$ cat config.mk
export PLATFORM = sky130hd
export DESIGN_NAME = modem_change_detect
export DESIGN_NICKNAME = d
export VERILOG_FILES = /design/src/rtl/msd_pkg.sv /design/src/rtl/msd_sync.sv /design/src/rtl/msd_delta.sv /design/src/rtl/msd_status.sv /design/src/rtl/modem_change_detect.sv
export SDC_FILE = /design/constraint.sdc
export NUM_CORES = 1
export LEC_CHECK = 0
export ABC_CLOCK_PERIOD_IN_PS = 1200
export BUFFER_PORTS_ARGS = -buffer_cell sky130_fd_sc_hd__clkbuf_2
export CAP_MARGIN = 20
export CORE_AREA = 3 3 40 42
export DETAILED_ROUTE_END_ITERATION = 8
export DIE_AREA = 0 0 43 45
export PLACE_DENSITY = 0.66
export SLEW_MARGIN = 20
export SYNTH_ARGS = -nofsm -noshare
export SYNTH_HDL_FRONTEND = slang
export SYNTH_SLANG_ARGS = --single-unit
$ cat constraint.sdc
create_clock -name clk -period 1.2 [get_ports clk]
set_clock_uncertainty 0.15 [all_clocks]
set_input_delay 0.24 -clock clk [delete_from_list [all_inputs] [get_ports clk]]
set_output_delay 0.24 -clock clk [all_outputs]
set_load 0.02 [all_outputs]
$ cat src/rtl/msd_pkg.sv
package msd_pkg;

    localparam int NUM_LINES = 4;
    localparam int STAT_W    = 2 * NUM_LINES;

    // line positions inside each nibble of the status byte
    typedef enum int {
        LN_CTS = 0,
        LN_DSR = 1,
        LN_RI  = 2,
        LN_CD  = 3
    } line_e;

    // which transitions count as a change
    typedef enum logic {
        EDGE_ANY  = 1'b0,
        EDGE_RISE = 1'b1
    } edge_mode_e;

    typedef struct packed {
        logic [NUM_LINES-1:0] level;  // asserted state (1 = pin low)
        logic [NUM_LINES-1:0] delta;  // sticky change flags
    } status_t;

    function automatic edge_mode_e mode_for(int idx);
        return (idx == LN_RI) ? EDGE_RISE : EDGE_ANY;
    endfunction

    function automatic logic edge_hit(edge_mode_e mode, logic prev, logic cur);
        logic hit;
        case (mode)
            EDGE_RISE: hit = !prev && cur;
            default:   hit = prev ^ cur;
        endcase
        return hit;
    endfunction

endpackage

$ cat src/rtl/msd_sync.sv
module msd_sync #(
    parameter int WIDTH   = 4,
    parameter int STAGES  = 2,
    parameter logic RST_VAL = 1'b1
) (
    input  logic             clk,
    input  logic             rst,
    input  logic [WIDTH-1:0] din,
    output logic [WIDTH-1:0] dout
);
    logic [WIDTH-1:0] chain [STAGES];

    always_ff @(posedge clk) begin
        if (rst) chain[0] <= {WIDTH{RST_VAL}};
        else     chain[0] <= din;
    end

    for (genvar s = 1; s < STAGES; s++) begin : g_stage
        always_ff @(posedge clk) begin
            if (rst) chain[s] <= {WIDTH{RST_VAL}};
            else     chain[s] <= chain[s-1];
        end
    end

    assign dout = chain[STAGES-1];
endmodule

$ cat src/rtl/msd_delta.sv
module msd_delta #(
    parameter msd_pkg::edge_mode_e MODE = msd_pkg::EDGE_ANY
) (
    input  logic clk,
    input  logic rst,
    input  logic lvl,      // synchronized raw pin level
    input  logic clr,      // read strobe
    output logic flag
);
    logic prev;
    logic hit;

    assign hit = msd_pkg::edge_hit(MODE, prev, lvl);

    always_ff @(posedge clk) begin
        if (rst) begin
            prev <= 1'b1;
            flag <= 1'b0;
        end else begin
            prev <= lvl;
            flag <= hit | (flag & ~clr);
        end
    end
endmodule

$ cat src/rtl/msd_status.sv
module msd_status
    import msd_pkg::*;
#(
    parameter int LINES = NUM_LINES
) (
    input  logic [LINES-1:0]   sync_lvl,
    input  logic [LINES-1:0]   flags,
    input  logic               irq_en,
    output logic [2*LINES-1:0] rd_data,
    output logic               irq
);
    status_t stat;

    always_comb begin
        stat.level = ~sync_lvl;
        stat.delta = flags;
    end

    assign rd_data = stat;
    assign irq     = irq_en & (|stat.delta);
endmodule

$ cat src/rtl/modem_change_detect.sv
module modem_change_detect
    import msd_pkg::*;
#(
    parameter int SYNC_STAGES = 2
) (
    input  logic              clk,
    input  logic              rst,
    input  logic              cts_n,
    input  logic              dsr_n,
    input  logic              ri_n,
    input  logic              cd_n,
    input  logic              rd_stb,
    input  logic              irq_en,
    output logic [STAT_W-1:0] rd_data,
    output logic              irq
);
    logic [NUM_LINES-1:0] pins;
    logic [NUM_LINES-1:0] sync_lvl;
    logic [NUM_LINES-1:0] flags;

    always_comb begin
        pins         = '1;
        pins[LN_CTS] = cts_n;
        pins[LN_DSR] = dsr_n;
        pins[LN_RI]  = ri_n;
        pins[LN_CD]  = cd_n;
    end

    msd_sync #(.WIDTH(NUM_LINES), .STAGES(SYNC_STAGES), .RST_VAL(1'b1)) u_sync (
        .clk (clk),
        .rst (rst),
        .din (pins),
        .dout(sync_lvl)
    );

    for (genvar i = 0; i < NUM_LINES; i++) begin : g_line
        msd_delta #(.MODE(mode_for(i))) u_delta (
            .clk (clk),
            .rst (rst),
            .lvl (sync_lvl[i]),
            .clr (rd_stb),
            .flag(flags[i])
        );
    end

    msd_status #(.LINES(NUM_LINES)) u_stat (
        .sync_lvl(sync_lvl),
        .flags   (flags),
        .irq_en  (irq_en),
        .rd_data (rd_data),
        .irq     (irq)
    );
endmodule

* After elaboration in Yosys (flattened, before gate mapping)
Memories as Yosys holds them, arrays and structs flattened. Cells that the tools add are included.
Word-level totals: memories kept 1, register bits after elaboration 8, output and inout bits 9, RAM bits 8, input bits 8
Memories:
- u_sync.chain | words 2, bits a word 4, rd ports 2, clocked after memory_dff 0, wr ports 2, RTL line msd_sync.sv:11 | logic [WIDTH-1:0] chain [STAGES];
Operators by class: muxes and demuxes 5, bitwise logic cells 16, reduce and logical (&&, ||, !) cells 3
Operator list (number):
- 4-bit 2-to-1 mux | 2
- 1-bit bitwise OR | 6
- 1-bit AND | 5
- 4-bit NOT | 1
- 4-bit OR reduction | 1
- 1-bit 2-to-1 mux | 3
- 1-bit XOR | 3
- 1-bit logical AND | 1
- 1-bit zero test | 1
- 1-bit NOT | 1

* Logic depth before layout (Yosys ltp)
word-level depth 3, gate-level depth with buffers 2, depth with buffers taken out 2

* By module
A second synthesis with hierarchy kept.
Second synthesis, totals: cell total of the unflattened synthesis 49, area total of the unflattened synthesis 533.0 µm²
By module, submodules not included:
- msd_sync | instances 1, area each 210.2 µm², sequential area each 160.2 µm², cells each 16
- msd_delta (g_line[0].u_delta ...) | instances 3, area each 66.3 µm², sequential area each 40.0 µm², cells each 6
- msd_delta (g_line[2].u_delta) | instances 1, area each 67.6 µm², sequential area each 40.0 µm², cells each 6
- msd_status | instances 1, area each 56.3 µm², sequential area each 0.0 µm², cells each 9

* Worst setup path after synthesis
No wires, ideal clock.
path type register -> output, from reg g_line[1].u_delta.flag, to out irq, data arrival time 0.800 ns, path buffers 0, stages on the path, launching flop included 2, setup slack 0.010 ns, data required time 0.810 ns, path through dfxtp_1 > o41a_1
On the way: cells in the longest elaborated chain, start to end 2
RTL lines:
- from (decl) | RTL line msd_delta.sv:8 | output logic flag
- from (signal assigned) | RTL line msd_delta.sv:21 | flag <= hit | (flag & ~clr);
- 4-bit OR reduction | RTL line msd_status.sv:20 | assign irq = irq_en & (|stat.delta);
- 1-bit AND | RTL line msd_status.sv:20
- to (decl) | RTL line modem_change_detect.sv:15 | output logic irq
Every way passes these cells.

* Final worst setup path
from reg g_line[3].u_delta.flag, to out irq
On the way: cells in the longest elaborated chain, start to end 2
RTL lines (RTL line):
- from (decl) | msd_delta.sv:8
- from (signal assigned) | msd_delta.sv:21
- 4-bit OR reduction | msd_status.sv:20
- 1-bit AND | msd_status.sv:20
Every way passes these cells.

==> results by group <==
Synth
  • Post-synth net total: 58
  • Yosys top cell by area: dfxtp_1
  • Area contributors post-synth: dfxtp_1 59%, or2_1 14%, nand2b_1 5.8%
  • Most frequent cell after synthesis: dfxtp_1
  • Number of flops mapped to enable cells by yosys: 0
  • Most frequent cells after synthesis: 16 x dfxtp_1, 12 x or2_1, 5 x nand2b_1
  • Yosys Warn Count: 0
  • Synth async-reset ratio: 0
  • Synth cell types: 9
  • Syn Inst Count: 50
  • Post-synthesis register bit count: 16
  • Post-synthesis sequential area ratio: 0.5926
  • Cell Area, Synth: 540.5 um^2
  • Syn avg cell area: 10.81 um^2
  • Ys flop type: dfxtp_1
  • Top-area cell type share of the netlist area: 0.5926

Floorplanning
  • Die Area: 0.001935 mm^2
  • Initial Util: 0.4206
  • Die height: around 45 um
  • Die Wd: 43 um
  • Area of the core: roughly 0.0013 mm^2
  • Num rows: 13
  • # IOs: 17

STA
  • Final worst setup slack: -0.3620 ns
  • Relative slew slack: 0.8427
  • Fin. Hold Viols: 0
  • Worst slew pin tran: 0.2360 ns
  • Final setup viols: 4
  • RSZ-0062 raised after global routing: true
  • Post-route clock period utilization: 1.302
  • Max Clk Rate: ~0.64 GHz
  • Final min period: 1.562 ns
  • Setup TNS: -0.5436 ns
  • Slew Limit Fails: 0

Final layout
  • Final #Nets: 85
  • Layout cells sized above 1: 0.4800
  • Fillers: 104
  • Antenna diodes: 0
  • Area grow syn2layout: 45.83%

Outcome
  • Outcome: finished with violations
  • Violated checks: negative setup slack

Hold path
  • Hold Path Depth: 3
  • Critical hold path startpoint: rd_stb
  • WHS Endpoint: g_line[0].u_delta.flag$_SDFF_PP0_
  • Worst hold path class: primary input to register

Setup path
  • Critical Path AT: 1.17 ns
  • Worst Path Required: 0.81 ns
  • Peak fanout along the critical path: 2
  • Reg2Reg Capture Point: g_line[3].u_delta.flag$_SDFF_PP0_
  • CP Capture Type: output port
  • CP max-delay cell: o41a_1
  • Worst setup SP type: register
  • Max incr delay on CP: between 0.4 and 0.5 ns
  • Flop-to-flop setup slack: 0.26 ns
  • Crit-path cells: o41a_1 > buf_6
  • R2R depth: 4
  • RR Startpoint: g_line[3].u_delta.flag$_SDFF_PP0_
  • Kind of critical path: register to output port

Clocking
  • CTS H-tree depth: 1
  • Clock-pin slew on the worst setup and hold paths: approximately 0.08 ns
  • CTS Buf Count: 3
  • Clock latency on the worst-skew pair: 0.27 ns
  • CTS tree: built
  • CTS max path bufs: 2
  • Clk Tree Root Cell: clkbuf_4
  • CTS Sinks: 16

Global route
  • Overall routing resource usage: 0.1048
  • Pin count of the biggest net entering global routing: 17
  • Antenna violations before repair: 0
  • Vias in the first global route: 378
  • Grt ovf: 0
  • First-pass GRT wire length: approximately 1400 um

Run
  • # Max-Cap Violations: 0

Detailed routing
  • Post-DRT Antenna Nets: 0
  • DRT iter0 DRCs: 0
  • DRC: 0
  • Drt via density: 4.289
  • Via count: 386
  • Drt wl/cell: 9.911 um
  • First-pass detailed-route iteration total: 1
  • Detailed Route WL: 892 um

Place
  • PortBufs: 16
  • Placer congestion estimate: 0.6544
  • Placement Setup Slack: -0.05896 ns

Power and ir drop
  • Maximum vdd drop: 530.3 uV
  • LEAKAGE: around 0.35 nW
  • PwrDens: 1215 mW/mm^2
## per-stage QoR
stage | cell area, um^2 | util | power (mW) | std cells | hold WS [ns]
finish | 788.3 | 0.6134 | 0.9577 | 90 | 0.1063
global route | 788.3 | 0.6134 | 1.004 | 90 | 0.1159
CTS | 750.7 | 0.5842 | 0.9528 | 89 | 0.1061
detailed placement | 620.6 | 0.4830 | 0.6621 | 79 | 0.2416
global placement | 620.6 | 0.4830 | 0.6598 | 79 | 0.2358
floorplan | 540.5 | - | 0.6356 | 50 | 0.1871
## cells by family (layout without fill, tap and decap cells)
logic type             Yosys count  after routing  share of synthesized area
XOR/XNOR                         3              3                    0.04862
buffers and inverters            9             34                     0.1042
flip-flops                      16             16                     0.5926
AND/OR/NAND/NOR                 17             17                     0.1968
AO/OA/AOI/OAI                    5              5                    0.05787
## timing repair
item / in CTS / in global routing
cloned: 0 / 0
gates resized for setup: 17 / 20
setup buffers: 3 / 1
endpoints found under the setup margin: 9 / 9
hold buffers: 4 / 0
hold endpoints to repair: 4 / 0
pin swaps: 0 / 1
## worst max-delay path by stage
stage	slack (ns)	startpoint	endpoint	cells past startpoint
after CTS	-0.37	g_line[1].u_delta.flag$_SDFF_PP0_	irq	2
after floorplan	0.01	g_line[1].u_delta.flag$_SDFF_PP0_	irq	1
after global routing	-0.42	g_line[3].u_delta.flag$_SDFF_PP0_	irq	2
after global placement	-0.04	g_line[1].u_delta.flag$_SDFF_PP0_	irq	2
final	-0.36	g_line[3].u_delta.flag$_SDFF_PP0_	irq	2
after detailed placement	-0.06	g_line[1].u_delta.flag$_SDFF_PP0_	irq	2
## sequential cells by signal (all words and copies together), names as in the netlist
register	count
u_sync.chain	8
g_line.u_delta.flag	4
g_line.u_delta.prev	4
## cell type report
class | count | area [um^2] | share of cell area
Sequential cell | 16 | 330.3 | 0.4190
Timing Repair Buffer | 27 | 237.7 | 0.3016
Multi-Input combinational cell | 25 | 163.9 | 0.2079
Clock buffer | 3 | 22.52 | 0.02857
Tap cell | 15 | 18.77 | 0.02381
Inverter | 4 | 15.01 | 0.01905
## power breakdown
group / switching [mW] / internal (mW)
Sequential: 0.0104 / 0.556
Combinational: 0.0517 / 0.0763
Clock: 0.148 / 0.116
## per-layer routing
metal / GRT usage / routed length, um / vias up
met1: 0.1032 / 331 / 172
met2: 0.1946 / 497 / 13
met3: 0.02390 / 57 / 2
li1: - / - / 199
met5: 0 / 0 / -
met4: 0.07229 / 5 / 0
## worst max-delay path: cells and delay by family, from the launching register on
family                 cells  cell delay [ns]
flip-flops                 1             0.33
buffers and inverters      1             0.14
AO/OA/AOI/OAI              1             0.43
## cell usage in the layout (no fill, tap or decap), types with 3 or more instances in the layout
cell type	netlist	final
dfxtp_1	16	8
a21oi_1	4	4
dlygate4sd3_1	0	4
clkbuf_2	0	7
buf_6	1	8
nand2b_1	5	5
xnor2_1	3	3
clkbuf_4	0	3
dfxtp_2	0	8
buf_4	4	5
or2_1	12	12
No activity file was read; power rests on OpenSTA's default activity.
